`src/rtl/kslow_pkg.sv`:
```
package kslow_pkg;

  // Per-cycle strobes from the slot control to the datapath.
  typedef struct packed {
    logic accept;  // a sample is taken in this slot
    logic nullOp;  // slot carries no sample: channel state passes unchanged
  } slotStrobe_t;

endpackage

```
`src/rtl/kslow_ctrl.sv`:
```
module kslow_ctrl #(
  parameter int K = 2,
  parameter bit RETIME = 1'b1,
  localparam int TW = $clog2(K)
) (
  input  logic                   clk,
  input  logic                   rst,
  input  logic                   singleMode,
  input  logic                   inValid,
  input  logic [TW-1:0]          inTag,
  output logic                   inReady,
  output kslow_pkg::slotStrobe_t ctl,
  output logic [TW-1:0]          coefIdx,
  output logic [TW-1:0]          tagNow
);

  logic [TW-1:0] slotQ;
  logic [TW-1:0] slotNxt;
  logic          takeIt;

  assign slotNxt = (slotQ == TW'(K - 1)) ? '0 : slotQ + TW'(1);

  always_ff @(posedge clk) begin
    if (rst) slotQ <= '0;
    else     slotQ <= slotNxt;
  end

  // Slot ownership: one stream in slot 0, or the tag has to match the slot.
  assign inReady = singleMode ? (slotQ == '0) : (inTag == slotQ);
  assign takeIt  = inValid & inReady;

  assign ctl.accept = takeIt;
  assign ctl.nullOp = ~takeIt;

  // In the retimed form the product is formed one slot early.
  assign coefIdx = RETIME ? slotNxt : slotQ;
  assign tagNow  = slotQ;

endmodule

```
`src/rtl/kslow_dpath.sv`:
```
module kslow_dpath #(
  parameter int K = 2,
  parameter int DW = 16,
  parameter int CW = 16,
  parameter int FRAC = 14,
  parameter bit RETIME = 1'b1,
  localparam int TW = $clog2(K)
) (
  input  logic                   clk,
  input  logic                   rst,
  input  kslow_pkg::slotStrobe_t ctl,
  input  logic [TW-1:0]          coefIdx,
  input  logic [TW-1:0]          tagNow,
  input  logic signed [DW-1:0]   sampleIn,
  input  logic [K*CW-1:0]        coefBus,
  output logic                   resValid,
  output logic [TW-1:0]          resTag,
  output logic signed [DW-1:0]   resData
);

  localparam int PW = DW + CW;
  // Loop registers in the state ring; the retimed form moves one into the product path.
  localparam int RL = RETIME ? K - 1 : K;
  localparam logic signed [PW:0] MAXV = {{(PW-DW+2){1'b0}}, {(DW-1){1'b1}}};
  localparam logic signed [PW:0] MINV = {{(PW-DW+2){1'b1}}, {(DW-1){1'b0}}};

  logic signed [DW-1:0] ringQ [RL];
  logic signed [DW-1:0] tap;
  logic signed [CW-1:0] coefSel;
  logic signed [PW-1:0] prodFull;
  logic signed [PW-1:0] prodScaled;
  logic signed [PW-1:0] addend;
  logic signed [DW-1:0] passVal;
  logic signed [PW:0]   sumW;
  logic signed [DW-1:0] clipped;
  logic signed [DW-1:0] newVal;

  assign tap      = ringQ[RL-1];
  assign coefSel  = coefBus[int'(coefIdx)*CW +: CW];
  assign prodFull = PW'(tap) * PW'(coefSel);
  assign prodScaled = prodFull >>> FRAC;

  generate
    if (RETIME) begin : gRetimed
      logic signed [PW-1:0] prodQ;
      logic signed [DW-1:0] holdQ;
      always_ff @(posedge clk) begin
        if (rst) begin
          prodQ <= '0;
          holdQ <= '0;
        end else begin
          prodQ <= prodScaled;
          holdQ <= tap;
        end
      end
      assign addend  = prodQ;
      assign passVal = holdQ;
    end else begin : gDirect
      assign addend  = prodScaled;
      assign passVal = tap;
    end
  endgenerate

  assign sumW = (PW+1)'(addend) + (PW+1)'(sampleIn);

  always_comb begin
    if (sumW > MAXV)      clipped = MAXV[DW-1:0];
    else if (sumW < MINV) clipped = MINV[DW-1:0];
    else                  clipped = sumW[DW-1:0];
  end

  assign newVal = ctl.nullOp ? passVal : clipped;

  always_ff @(posedge clk) begin
    if (rst) begin
      for (int i = 0; i < RL; i++) ringQ[i] <= '0;
      resValid <= 1'b0;
      resTag   <= '0;
      resData  <= '0;
    end else begin
      ringQ[0] <= newVal;
      for (int i = 1; i < RL; i++) ringQ[i] <= ringQ[i-1];
      resValid <= ctl.accept;
      resTag   <= tagNow;
      resData  <= newVal;
    end
  end

endmodule

```
`src/rtl/kslow_recursor.sv`:
```
module kslow_recursor #(
  parameter int K = 2,
  parameter int DW = 16,
  parameter int CW = 16,
  parameter int FRAC = 14,
  parameter bit RETIME = 1'b1,
  localparam int TW = $clog2(K)
) (
  input  logic                 clk,
  input  logic                 rst,
  input  logic                 singleMode,
  input  logic                 inValid,
  input  logic [TW-1:0]        inTag,
  input  logic signed [DW-1:0] inData,
  input  logic [K*CW-1:0]      coefBus,
  output logic                 inReady,
  output logic                 outValid,
  output logic [TW-1:0]        outTag,
  output logic signed [DW-1:0] outData
);

  kslow_pkg::slotStrobe_t ctl;
  logic [TW-1:0] coefIdx;
  logic [TW-1:0] tagNow;

  kslow_ctrl #(.K(K), .RETIME(RETIME)) uCtrl (
    .clk(clk), .rst(rst), .singleMode(singleMode), .inValid(inValid),
    .inTag(inTag), .inReady(inReady), .ctl(ctl), .coefIdx(coefIdx),
    .tagNow(tagNow)
  );

  kslow_dpath #(.K(K), .DW(DW), .CW(CW), .FRAC(FRAC), .RETIME(RETIME)) uDpath (
    .clk(clk), .rst(rst), .ctl(ctl), .coefIdx(coefIdx), .tagNow(tagNow),
    .sampleIn(inData), .coefBus(coefBus), .resValid(outValid),
    .resTag(outTag), .resData(outData)
  );

endmodule

```
`config.mk`:
```
export PLATFORM = sky130hd
export DESIGN_NAME = kslow_recursor
export DESIGN_NICKNAME = d
export VERILOG_FILES = /design/src/rtl/kslow_pkg.sv /design/src/rtl/kslow_ctrl.sv /design/src/rtl/kslow_dpath.sv /design/src/rtl/kslow_recursor.sv
export SDC_FILE = /design/constraint.sdc
export NUM_CORES = 1
export LEC_CHECK = 0
export ABC_AREA = 1
export CELL_PAD_IN_SITES_DETAIL_PLACEMENT = 1
export CELL_PAD_IN_SITES_GLOBAL_PLACEMENT = 1
export CORE_MARGIN = 2
export CORE_UTILIZATION = 47
export DETAILED_ROUTE_END_ITERATION = 6
export GPL_TIMING_DRIVEN = 0
export PLACE_DENSITY_LB_ADDON = 0.2
export SYNTH_ARGS = -nofsm -noshare
export SYNTH_HDL_FRONTEND = slang
export SYNTH_SLANG_ARGS = --single-unit
```
`constraint.sdc`:
```
create_clock -name clk -period 8.2 [get_ports clk]
set_input_delay 1.64 -clock clk [delete_from_list [all_inputs] [get_ports clk]]
set_output_delay 1.64 -clock clk [all_outputs]
set_load 0.05 [all_outputs]
```
## After elaboration in Yosys (flattened, before gate mapping)

Memories as Yosys holds them, arrays and structs flattened.
Index checks and enable logic that the tools add are counted.

| word-level totals | value |
|---|---|
| register bits | 53 |
| RAM bits | 16 |
| input port bits | 53 |
| output and inout port bits | 19 |
| logic and storage cells | 27 |
| memories | 1 |

Memories:

| memory | depth | bits a word | read ports | clocked after memory_dff | write ports | line | RTL |
|---|---|---|---|---|---|---|---|
| uDpath.ringQ | 1 | 16 | 1 | 0 | 1 | kslow_dpath.sv:27 | `logic signed [DW-1:0] ringQ [RL];` |

| operators by class | value |
|---|---|
| $add $sub $neg | 2 |
| multiply operators | 1 |
| magnitude comparators | 2 |
| eq/ne operators | 1 |
| shift operators | 1 |
| muxes and demuxes | 10 |
| bitwise gates (word level) | 2 |
| reduce and logical (&&, ||, !) cells | 1 |

Operators by type and width:

| operator | count |
|---|---|
| two-way mux 16 bit | 4 |
| greater-than comparator 33 x 16 -> 1 bit (second input constant) | 1 |
| < comparator 33 x 16 -> 1 bit (second input constant) | 1 |
| multiplier 16 x 16 -> 32 bit | 1 |
| variable part select 32 x 6 -> 16 bit | 1 |
| adder 18 x 16 -> 19 bit | 1 |
| OR reduction 16 bit | 1 |
| two-way mux 1 bit | 6 |
| adder 1 bit (second input constant) | 1 |
| AND 1 bit | 1 |
| equality test 1 bit | 1 |
| inverter 1 bit | 1 |

## Depth between registers and ports, before layout

| logic depth | value |
|---|---|
| depth after elaboration | 6 |
| mapped depth | 31 |
| depth with buffers taken out | 28 |

## Cells and area by module

From an unflattened synthesis, not the netlist that was laid out.

| unflattened totals | value |
|---|---|
| cell total of the unflattened synthesis | 1,661 |
| area, all modules | 12,778.5 µm² |

By module, submodules not included:

| module | times used | cells an instance | area each (µm²) | sequential area each (µm²) |
|---|---|---|---|---|
| kslow_dpath | 1 | 1,648 | 12,697.2 | 1,041.0 |
| kslow_ctrl | 1 | 13 | 81.3 | 20.0 |

## Least setup slack after synthesis

Ideal clock, no wire load.

| path | value |
|---|---|
| path type | input-to-reg |
| from | input port coefBus[2] |
| to | register, netlist name uDpath.addend[17] |
| setup time | 115 ps |
| arrival time | 6,989 ps |
| required time | 8,085 ps |
| path slack | 1,096 ps |
| cell stages on the path | 22 |
| buffers on the path | 0 |
| cells stage by stage | or2_2 -> nand2_1 -> nor2_1 -> fa_1 -> fa_1 -> inv_1 -> fa_1 -> inv_1 -> fa_1 -> fa_1 -> inv_1 -> fa_1 -> inv_1 -> ha_1 -> nand2_1 -> nor2_1 -> nor2_1 -> nor2_1 -> a2111oi_0 -> nand3_1 -> nand2_1 -> nor2_1 |

| between the ends | value |
|---|---|
| longest elaborated chain between the ends | 2 |

Ends and longest elaborated chain:

| item | line | RTL |
|---|---|---|
| start, declared | kslow_recursor.sv:15 | `input logic [K*CW-1:0] coefBus,` |
| variable part select 32 x 6 -> 16 bit | kslow_dpath.sv:39 | `assign coefSel = coefBus[int'(coefIdx)*CW +: CW];` |
| multiplier 16 x 16 -> 32 bit | kslow_dpath.sv:40 | `assign prodFull = PW'(tap) * PW'(coefSel);` |

Every way passes these cells.
A chain may end at the register's enable or synchronous reset.

## Worst setup path in the final report

| path | value |
|---|---|
| from | input port coefBus[8] |
| to | register uDpath.gRetimed.prodQ[6] (netlist: uDpath.addend[6]) |

| between the ends | value |
|---|---|
| longest elaborated chain between the ends | 2 |

Ends and longest elaborated chain:

| item | line | RTL |
|---|---|---|
| variable part select 32 x 6 -> 16 bit | kslow_dpath.sv:39 |  |
| multiplier 16 x 16 -> 32 bit | kslow_dpath.sv:40 |  |
| end signal, assigned | kslow_dpath.sv:52 | `prodQ <= prodScaled;` |
| end, declared | kslow_dpath.sv:45 | `logic signed [PW-1:0] prodQ;` |

Every way passes these cells.

==> summary.md <==
| Metric | Value |
|---|---|
| Status | `finished, final reports clean` |
| EDFF count, synth | `0` |
| Final Critical Period | `just under 8000 ps` |
| HP Class | `reg -> reg` |
| Commonest non-fill, non-tap cells in the layout | `inv_1, nand2_1, fa_1, nor2_1, ha_1` |
| Max Cap Viol | `0` |
| Synth Flop Type | `dfxtp_1` |
| Final ANT Viol Nets | `0` |
| FF-to-FF setup slack | `1090 ps` |
| Period utilisation layout | `96.2%` |
| Gr busiest metal | `met2` |
| Max Buffers Root-to-Sink | `2` |
| Met2 Use GR | `56.2%` |
| Inserted Clock Buffers | `5` |
| Fin Setup TNS | `0 ps` |
| Critical path type | `in -> reg` |
| Die Y | `170 um` |
| Placeable Area | `27000 um2` |
| Routed wire length | `around 44000 um` |
| CP max stage cell | `fa_1` |
| Area post-placement | `between 10000 and 15000 um2` |
| Fill cells | `3396` |
| Cells after Synth | `1680` |
| Max incr delay on CP | `approximately 550 ps` |
| Share of cells above drive strength 1 | `6.82%` |
| Largest net degree at the start of global routing | `17` |
| Number of global-route vias before repair | `12700` |
| Cell area after layout | `14400 um2` |
| Met3 GRT Util | `roughly 5.4%` |
| Diodes inserted | `0` |
| Grt met1 use | `just under 40%` |
| Fin. Hold Viols | `0` |
| Area Overhead vs Synth | `10.8%` |
| Clk root buf | `clkbuf_16` |
| Pre-CTS WS | `-340 ps` |
| Register clock-pin slew on the reported worst setup and hold paths | `90 ps` |
| Synth async-reset ratio | `0%` |
| Crit path DAT | `around 8100 ps` |
| Total GRT Usage | `32.3%` |
| Clock sinks | `between 50 and 60` |
| First-pass GRT wire length | `69200 um` |
| Ports | `72` |
| Post-synthesis register bit count | `53` |
| GR Overflow Total | `0` |
| CTS tree | `yes` |
| Clk_lat worst skew | `approximately 330 ps` |
| WL/cell | `21.1 um` |
| H-tree Lvls | `2` |
| CP Capture Type | `flop` |
| Critical path's top delay family | `adder cells` |
| YS warnings | `0` |
| Nets | `about 2200` |
| Startpoint type of the worst setup path | `input port` |
| Die width | `roughly 170 um` |
| Detailed Place HPWL | `37700 um` |
| Slew Limit Fails | `0` |
| Yosys cell types | `48` |
| Syn nets | `2092` |
| Slew HR | `43.2%` |
| Register area share after synthesis | `under 10%` |
| DR vias | `11200` |
| Drt pass-1 iters | `5` |
| Worst Tran Pin Value | `852 ps` |
| Gpl congestion | `~0.95` |
| Buf+Inv Stages, Crit Path | `9` |
| Final core occ | `53.3%` |
| Remaining DRCs | `0` |
| Row Count | `60` |
| Initial antenna violation count | `0` |
| Crit path required time | `~8400 ps` |
| 1st-iter DRT viols | `563` |
| Syn Area/Cell | `7.74 um2` |
| Commonest non-fill, non-tap cell in the layout | `inv_1` |
| Register area | `1060 um2` |
| Post-Syn Area | `approximately 13000 um2` |
| Footprint of the multi-input gates | `~10000 um2` |
| IO buf count | `71` |
| Die area | `29000 um2` |
| Final setup viols | `0` |
| Vias/cell | `~5.3` |
| Setup slack after layout | `approximately 310 ps` |
| Clock Skew | `approximately 28 ps` |
| CP max FO | `11` |
| FMAX | `127 MHz` |
| Starting Density | `48.1%` |
## stage by stage
stage,hold WS [ps],instances
detailed placement,446,2092
global placement,438,2092
floorplan,431,1680
finish,462,2101
global route,478,2101
CTS,456,2100
## tightest hold or removal path: cells and delay by family, from the launching register on
kind            cells  cell delay [ps]
flops               1              300
simple gates        1               60
compound gates      1               60
## cells by family (layout without fill, tap and decap cells)
group | count (synthesis) | count (layout) | synth area share (%)
compound gates | 129 | 129 | 5.76
xor+xnor | 23 | 23 | 1.55
fa+ha+maj | 359 | 359 | 49.7
buf+inv | 486 | 566 | 14.3
flops | 53 | 53 | 8.16
mux | 1 | 1 | 0.0770
simple gates | 629 | 629 | 20.5
## final timing paths
path                       startpoint  depth (start not counted)           endpoint
max                        coefBus[8]                         26   uDpath.addend[6]
min          uDpath.gRetimed.holdQ[0]                          2  uDpath.resData[0]
max reg2reg              uCtrl.tagNow                         28   uDpath.addend[6]
min reg2reg  uDpath.gRetimed.holdQ[0]                          2  uDpath.resData[0]
## Yosys cell counts (8+ instances only)
master | number | area [um2]
nor2_1 | 223 | 837
nand3_1 | 26 | 130
clkbuf_1 | 33 | 124
nand2_1 | 305 | 1140
dfxtp_1 | 53 | 1060
or2_2 | 27 | 169
ha_1 | 97 | 1210
o21ai_0 | 26 | 130
inv_1 | 428 | 1610
xor2_1 | 10 | 87.6
a21oi_2 | 10 | 87.6
nand2_2 | 8 | 50.1
clkinv_1 | 8 | 30.0
inv_2 | 9 | 33.8
a21oi_1 | 68 | 340
nand3_2 | 12 | 120
nand4_1 | 8 | 50.1
xnor2_1 | 13 | 114
fa_1 | 262 | 5250
## area by class of cell
| cell class | instances | share of cell area (%) |
|---|---|---|
| multi-input combinational | 1141 | 70.4 |
| tap | 341 | 2.96 |
| clock buffer | 7 | 1.06 |
| clock inverter | 1 | 0.0608 |
| timing repair buffer | 75 | 5.14 |
| inverter | 445 | 11.7 |
| buffer | 38 | 1.33 |
| sequential | 53 | 7.36 |
## what timing repair did
action                                  4_1_cts  5_1_grt
hold buffers                                  0        0
buffers inserted                              0        4
pin swaps                                     0        0
endpoints found under the setup margin        3       16
hold endpoints to repair                      0        0
resized for setup                             3       42
## layer usage
metal  wire length [um]  share of wire [%]  vias to the layer above
met5                  0                  0                        -
met4               2660                6.0                        0
met3               2400                5.4                      122
met2              21700                 49                      330
met1              17500                 40                     5658
li1                   -                  -                     5062
## state kept, by name, summed over array words and instances, names as in the netlist
register / cells
uDpath.resTag: 1
uDpath.resData: 16
uDpath.gRetimed.holdQ: 16
uDpath.resValid: 1
uDpath.addend: 18
uCtrl.tagNow: 1
Power is not shown: default switching activity piles up to over one toggle a cycle in this logic, so the estimate is an artifact.
